### config.mk
export PLATFORM = sky130hd
export DESIGN_NAME = irq_router
export DESIGN_NICKNAME = d
export VERILOG_FILES = /design/src/rtl/irq_router_pkg.sv /design/src/rtl/irq_rst_sync.sv /design/src/rtl/irq_gateway.sv /design/src/rtl/irq_arbiter.sv /design/src/rtl/irq_router.sv
export SDC_FILE = /design/constraint.sdc
export NUM_CORES = 1
export LEC_CHECK = 0
export BUFFER_PORTS_ARGS = -buffer_cell sky130_fd_sc_hd__clkbuf_2
export CAP_MARGIN = 10
export CORE_MARGIN = 8
export CORE_UTILIZATION = 30
export CTS_CLUSTER_SIZE = 20
export DETAILED_ROUTE_END_ITERATION = 6
export HOLD_SLACK_MARGIN = 0.12
export SETUP_SLACK_MARGIN = 0.15
export SYNTH_ARGS = -nofsm -noshare
export SYNTH_HDL_FRONTEND = slang
export SYNTH_SLANG_ARGS = --single-unit
export TNS_END_PERCENT = 30
### constraint.sdc
create_clock -name clk_i -period 56.8 [get_ports clk_i]
set_input_delay 8.52 -clock clk_i [delete_from_list [all_inputs] [get_ports clk_i]]
set_output_delay 8.52 -clock clk_i [all_outputs]
set_load 0.005 [all_outputs]
### src/rtl/irq_router_pkg.sv
package irq_router_pkg;
  localparam logic [31:0] EN_BASE    = 32'h0000_2000;
  localparam logic [31:0] EN_STRIDE  = 32'h0000_0080;
  localparam logic [31:0] CTL_BASE   = 32'h0020_0000;
  localparam logic [31:0] CTL_STRIDE = 32'h0000_1000;
  localparam logic [31:0] THR_OFF    = 32'h0000_0000;
  localparam logic [31:0] CLM_OFF    = 32'h0000_0004;

  typedef enum logic {
    TRIG_LEVEL = 1'b0,
    TRIG_EDGE  = 1'b1
  } trig_e;
endpackage

### src/rtl/irq_rst_sync.sv
module irq_rst_sync (
  input  logic clk_i,
  input  logic arst_ni,
  output logic rst_no
);
  logic [1:0] sync_q;

  always_ff @(posedge clk_i or negedge arst_ni) begin
    if (!arst_ni) sync_q <= 2'b00;
    else          sync_q <= {sync_q[0], 1'b1};
  end

  assign rst_no = sync_q[1];
endmodule

### src/rtl/irq_gateway.sv
module irq_gateway import irq_router_pkg::*; #(
  parameter trig_e MODE = TRIG_LEVEL
) (
  input  logic clk_i,
  input  logic rst_ni,
  input  logic req_i,
  input  logic claim_i,
  input  logic done_i,
  output logic pend_o
);
  logic pend_q, busy_q, held_q, prev_q;
  logic pend_d, busy_d, held_d;
  logic rise;

  assign rise = req_i & ~prev_q;

  always_comb begin
    pend_d = pend_q;
    busy_d = busy_q;
    held_d = held_q;
    if (claim_i) begin
      pend_d = 1'b0;
      busy_d = 1'b1;
    end else if (done_i && busy_q) begin
      busy_d = 1'b0;
      if (held_q) pend_d = 1'b1;
      held_d = 1'b0;
    end
    if (MODE == TRIG_EDGE) begin
      // an edge arriving while in flight is parked, not dropped
      if (rise) begin
        if (busy_d) held_d = 1'b1;
        else        pend_d = 1'b1;
      end
    end else begin
      held_d = 1'b0;
      if (req_i && !busy_q && !claim_i) pend_d = 1'b1;
    end
  end

  always_ff @(posedge clk_i or negedge rst_ni) begin
    if (!rst_ni) begin
      pend_q <= 1'b0;
      busy_q <= 1'b0;
      held_q <= 1'b0;
      prev_q <= 1'b0;
    end else begin
      pend_q <= pend_d;
      busy_q <= busy_d;
      held_q <= held_d;
      prev_q <= req_i;
    end
  end

  assign pend_o = pend_q;
endmodule

### src/rtl/irq_arbiter.sv
module irq_arbiter #(
  parameter int NSRC   = 32,
  parameter int PRIO_W = 3,
  parameter int ID_W   = $clog2(NSRC)
) (
  input  logic [NSRC-1:0]             cand_i,
  input  logic [NSRC-1:0][PRIO_W-1:0] prio_i,
  input  logic [PRIO_W-1:0]           thr_i,
  output logic [ID_W-1:0]             id_o,
  output logic                        req_o
);
  logic [PRIO_W-1:0] best_p;
  logic [ID_W-1:0]   best_id;

  // seeding with the threshold makes "strictly above" fall out of the compare;
  // scanning upward with a strict compare keeps the lowest ID on ties
  always_comb begin
    best_p  = thr_i;
    best_id = '0;
    for (int i = 0; i < NSRC; i++) begin
      if (cand_i[i] && (prio_i[i] > best_p)) begin
        best_p  = prio_i[i];
        best_id = ID_W'(i);
      end
    end
  end

  assign id_o  = best_id;
  assign req_o = (best_id != '0);
endmodule

### src/rtl/irq_router.sv
module irq_router import irq_router_pkg::*; #(
  parameter int              NSRC      = 32,
  parameter int              NCTX      = 2,
  parameter int              PRIO_W    = 3,
  parameter int              ADDR_W    = 26,
  parameter logic [NSRC-1:0] EDGE_MASK = 32'hFFFF_0000
) (
  input  logic              clk_i,
  input  logic              rst_ni,
  input  logic [NSRC-1:0]   src_i,
  input  logic              bus_req_i,
  input  logic              bus_we_i,
  input  logic [ADDR_W-1:0] bus_addr_i,
  input  logic [31:0]       bus_wdata_i,
  output logic [31:0]       bus_rdata_o,
  output logic [NCTX-1:0]   irq_o
);
  localparam int ID_W  = $clog2(NSRC);
  localparam int NWORD = (NSRC + 31) / 32;
  localparam int ENW   = NWORD * 32;

  logic rst_q_n;
  irq_rst_sync u_rst (.clk_i(clk_i), .arst_ni(rst_ni), .rst_no(rst_q_n));

  // register state
  logic [NSRC-1:0][PRIO_W-1:0] prio_q, prio_d;
  logic [NCTX-1:0][ENW-1:0]    en_q, en_d;
  logic [NCTX-1:0][PRIO_W-1:0] thr_q, thr_d;

  // address decode
  logic [31:0] a, en_off, ctl_off, en_w;
  logic rd_en, wr_en, prio_hit, en_hit, ctl_hit;
  logic [NSRC-1:0] prio_sel;
  logic [NCTX-1:0] en_sel, thr_sel, clm_sel;

  assign a        = 32'(bus_addr_i);
  assign rd_en    = bus_req_i & ~bus_we_i;
  assign wr_en    = bus_req_i &  bus_we_i;
  assign prio_hit = a < 32'(NSRC * 4);
  assign en_off   = a - EN_BASE;
  assign en_w     = (en_off % EN_STRIDE) / 32'd4;
  assign en_hit   = (a >= EN_BASE) && (a < EN_BASE + 32'(NCTX) * EN_STRIDE) &&
                    (en_w < 32'(NWORD));
  assign ctl_off  = a - CTL_BASE;
  assign ctl_hit  = (a >= CTL_BASE) && (a < CTL_BASE + 32'(NCTX) * CTL_STRIDE);

  for (genvar i = 0; i < NSRC; i++) begin : g_psel
    assign prio_sel[i] = prio_hit && (a[31:2] == 30'(i));
  end

  for (genvar c = 0; c < NCTX; c++) begin : g_csel
    assign en_sel[c]  = en_hit  && (en_off / EN_STRIDE == 32'(c));
    assign thr_sel[c] = ctl_hit && (ctl_off / CTL_STRIDE == 32'(c)) &&
                        (ctl_off % CTL_STRIDE == THR_OFF);
    assign clm_sel[c] = ctl_hit && (ctl_off / CTL_STRIDE == 32'(c)) &&
                        (ctl_off % CTL_STRIDE == CLM_OFF);
  end

  // gateways and arbitration
  logic [NSRC-1:0] pend, claim, done;
  logic [NCTX-1:0][ID_W-1:0] win_id;
  logic [NCTX-1:0]           win_req;

  for (genvar i = 0; i < NSRC; i++) begin : g_gw
    irq_gateway #(.MODE(trig_e'(EDGE_MASK[i]))) u_gw (
      .clk_i  (clk_i),
      .rst_ni (rst_q_n),
      .req_i  (src_i[i]),
      .claim_i(claim[i]),
      .done_i (done[i]),
      .pend_o (pend[i])
    );
  end

  for (genvar c = 0; c < NCTX; c++) begin : g_arb
    irq_arbiter #(.NSRC(NSRC), .PRIO_W(PRIO_W), .ID_W(ID_W)) u_arb (
      .cand_i(pend & en_q[c][NSRC-1:0]),
      .prio_i(prio_q),
      .thr_i (thr_q[c]),
      .id_o  (win_id[c]),
      .req_o (win_req[c])
    );
  end

  assign irq_o = win_req;

  // claim and completion strobes
  always_comb begin
    claim = '0;
    done  = '0;
    for (int c = 0; c < NCTX; c++) begin
      for (int i = 0; i < NSRC; i++) begin
        if (rd_en && clm_sel[c] && win_req[c] && (win_id[c] == ID_W'(i)))
          claim[i] = 1'b1;
        if (wr_en && clm_sel[c] && en_q[c][i] && (bus_wdata_i == 32'(i)))
          done[i] = 1'b1;
      end
    end
  end

  // register next state
  always_comb begin
    prio_d = prio_q;
    en_d   = en_q;
    thr_d  = thr_q;
    for (int i = 0; i < NSRC; i++)
      if (prio_sel[i] && (i != 0)) prio_d[i] = bus_wdata_i[PRIO_W-1:0];
    for (int c = 0; c < NCTX; c++) begin
      if (thr_sel[c]) thr_d[c] = bus_wdata_i[PRIO_W-1:0];
      if (en_sel[c]) begin
        for (int w = 0; w < NWORD; w++) begin
          if (en_w == 32'(w)) begin
            for (int b = 0; b < 32; b++)
              if ((w * 32 + b >= 1) && (w * 32 + b < NSRC))
                en_d[c][w*32+b] = bus_wdata_i[b];
          end
        end
      end
    end
  end

  always_ff @(posedge clk_i or negedge rst_q_n) begin
    if (!rst_q_n) begin
      prio_q <= '0;
      en_q   <= '0;
      thr_q  <= '0;
    end else if (wr_en) begin
      prio_q <= prio_d;
      en_q   <= en_d;
      thr_q  <= thr_d;
    end
  end

  // read mux
  always_comb begin
    bus_rdata_o = '0;
    if (rd_en) begin
      for (int i = 0; i < NSRC; i++)
        if (prio_sel[i]) bus_rdata_o = 32'(prio_q[i]);
      for (int c = 0; c < NCTX; c++) begin
        if (en_sel[c]) begin
          for (int w = 0; w < NWORD; w++)
            if (en_w == 32'(w)) bus_rdata_o = en_q[c][w*32 +: 32];
        end
        if (thr_sel[c]) bus_rdata_o = 32'(thr_q[c]);
        if (clm_sel[c]) bus_rdata_o = 32'(win_id[c]);
      end
    end
  end
endmodule

==> flow_metrics.env <==
export IMPL_rows=98
export IMPL_critPathArrivalTime_ns=45.06
export IMPL_yosysWarnings=0
export IMPL_crit_slowest_cell="or4b_2"
export IMPL_grt_usage_pct=19.83
export IMPL_p_total_uw=412.6
export IMPL_critPathCaptureType="primary output"
export IMPL_finalCritPeriodShare_pct=94.33
export IMPL_synth_edf_count=0
export IMPL_critical_path_required_ns=48.28
export IMPL_path_max_fanout=9
export IMPL_max_freq_mhz=18.66
export IMPL_path_common_cell="nor2_1"
export IMPL_cts_made_buffers=31
export IMPL_path_class="flip-flop to primary output"
export IMPL_num_fill_cells=7548
export IMPL_tightest_slew_ns=1.247
export IMPL_synth_top_area_share_pct=29.69
export IMPL_synth_top_area_cell="dfrtp_1"
export IMPL_vdd_drop_max_v=0.00002356
export IMPL_synth_adder_area_share_pct=5.718
export IMPL_synth_avg_cell_area_um2=8.125
export IMPL_die_h_um=284.7
export IMPL_syn_inst=2666
export IMPL_grt_pass1_wl_mm=127.3
export IMPL_drt_total_wl_mm=84.62
export IMPL_syn_nets=2835
export IMPL_cellPowerDensity_mw_per_mm2=16.93
export IMPL_rsz0062_at_grt="no"
export IMPL_max_slew_margin_pct=16.08
export IMPL_ys_ff_latch=257
export IMPL_maxCapViolations=0
export IMPL_core_area_mm2=0.07149
export IMPL_first_pass_iters=6
export IMPL_cp_start_kind="flip-flop"
export IMPL_antenna_found_initial=5
export IMPL_cts_tree="done"
export IMPL_final_setup_tns_ns=0
export IMPL_path_buf_inv=5
export IMPL_syn2layout_area_growth_pct=12.53
export IMPL_fin_crit_ns=53.58
export IMPL_fin_skew_ns=0.01231
export IMPL_place_congestion=0.9599
export IMPL_synth_most_common_cell="nand2_1"
export IMPL_hp_class="flip-flop to asynchronous set/reset pin"
export IMPL_root_buffer="clkbuf_16"
export IMPL_portBuffers=126
export IMPL_yosys_top_cells_count="nand2_1, dfrtp_1, nor2_1"
export IMPL_grt_overflow_total=0
export IMPL_drt_antenna_violating_nets=0
export IMPL_slowest_delay_ns=0.62
export IMPL_synth_top_family_by_area="compound AO/OA/AOI/OAI gates"
export IMPL_ys_seq_area_share_pct=29.69
export IMPL_setup_violations=0
export IMPL_drv_slew=0
export IMPL_synthFlopType="dfrtp_1"
export IMPL_grt_max_degree=61
export IMPL_drcViolationCount=0
export IMPL_cts_sinks=257
export IMPL_dpl_hpwl_mm=65.31
export IMPL_fin_nets=2903
export IMPL_clk_latency_ns=0.60
export IMPL_synth_xor_area_share_pct=0
export IMPL_post_cts_buffers=0
export IMPL_clk_pin_slew_ns=0.06
export IMPL_die_x_um=284.7
export IMPL_finalHoldViolCount=0
export IMPL_cts_resized=0
export IMPL_synthTopCellsByArea="dfrtp_1, mux2_2, nand2_1, nor2_1, ha_1"
export IMPL_rrSetupSlack_ns=11.24
export IMPL_synthMuxAreaShare_pct=10.32
export IMPL_synth_compound_area_share_pct=25.74
export IMPL_layout_drive_gt1_share_pct=16.15
export IMPL_hold_worst_slack_ns=0.3278
export IMPL_io_pins=128
export IMPL_wire_per_inst_um=22.82
export IMPL_via_per_inst=5.881
export IMPL_worst_path_dominant_cell_family="compound AO/OA/AOI/OAI gates"
export IMPL_clock_path_buffers=3
export IMPL_start_util_pct=30.30
export IMPL_p_leak_uw=0.01063
export IMPL_synth_area_mm2=0.02166
export IMPL_drt_initial_drc_count=2352
export IMPL_status="finished, final reports clean"
export IMPL_die_area_mm2=0.08106
export IMPL_ys_async_sr_fraction_pct=100.0
export IMPL_htreeDepth=1
export IMPL_ctsHoldBuffers=0
export IMPL_synthSimpleGateAreaFrac_pct=24.11
export IMPL_first_global_vias=20324
export IMPL_via_count=21806
export IMPL_ys_types=105
-- through the flow --
stage | instance area (µm²) | cells | utilization, % | worst slack (ns)
after floorplan | 21660 | 2666 | - | 9.403
after global placement | 23230 | 3651 | 32.49 | 3.122
after detailed placement | 23230 | 3651 | 32.49 | 2.862
after CTS | 24270 | 3706 | 33.95 | 2.073
after global routing | 24380 | 3708 | 34.10 | 0.1271
final | 24380 | 3708 | 34.10 | 3.219
-- where the power goes --
part / internal (µW) / leakage, µW / switching, µW
Clock: 124 / 0.000511 / 85.8
Combinational: 4.89 / 0.00688 / 13.1
Sequential: 184 / 0.00324 / 0.742
-- kinds of logic after synthesis --
group,Yosys count
adder cells (fa/ha/maj),105
multiplexers,197
buffers and inverters,248
flip-flops,257
AND/OR/NAND/NOR,1071
other,1
AO/OA/AOI/OAI,787
-- cells in the final DEF (no fill, tap or decap), types with 28 or more instances in the layout --
master / n
dfrtp_1: 255
o21a_1: 31
nand2b_1: 44
o21ai_0: 133
a21oi_1: 141
nand2_1: 286
clkbuf_2: 126
and2_1: 58
nor3_1: 76
a22oi_1: 38
o211ai_1: 37
clkbuf_16: 31
a31oi_1: 44
mux2_2: 151
ha_1: 75
and3_1: 63
maj3_1: 30
nor2b_1: 28
mux2i_1: 40
inv_1: 133
or3_1: 34
nor2_1: 252
nand3_1: 111
-- cell type report --
cell class | count | area [µm²] | area share (%)
timing repair buffer | 150 | 810.8 | 3.326
inverter | 133 | 499.2 | 2.048
clock buffer | 43 | 870.8 | 3.572
multi-input combinational | 2161 | 14400 | 59.06
clock inverter | 12 | 170.2 | 0.6980
tap | 950 | 1189 | 4.876
sequential | 257 | 6436 | 26.40
antenna | 2 | 5.005 | 0.02053
-- final timing paths --
kind / from / end / cells past startpoint
max: prio_q[4] / irq_o[1] / 196
min: u_rst.sync_q[1] / en_q[30] / 0
max reg2reg: prio_q[4] / g_gw[25].u_gw.pend_o / 197
min reg2reg: u_rst.sync_q[1] / en_q[30] / 0
max in group asynchronous: rst_ni / u_rst.sync_q[1] / 1
min in group clk_i: u_rst.sync_q[0] / u_rst.sync_q[1] / 0
-- metal layers --
layer  GRT usage [%]  share of wire, %  vias up
li1                -                 -    10117
met1           27.46                44    10501
met2           30.74                44      997
met3           3.447               8.3      189
met4           7.204               4.3        2
met5               0             0.020        -
-- state kept, by name (all words and copies together), names as in the netlist --
register          count
en_q                 62
g_gw.u_gw.busy_q     31
g_gw.u_gw.held_q     16
g_gw.u_gw.pend_o     31
g_gw.u_gw.prev_q     16
prio_q               93
thr_q                 6
u_rst.sync_q          2
Power figures use the tool's default switching activity.
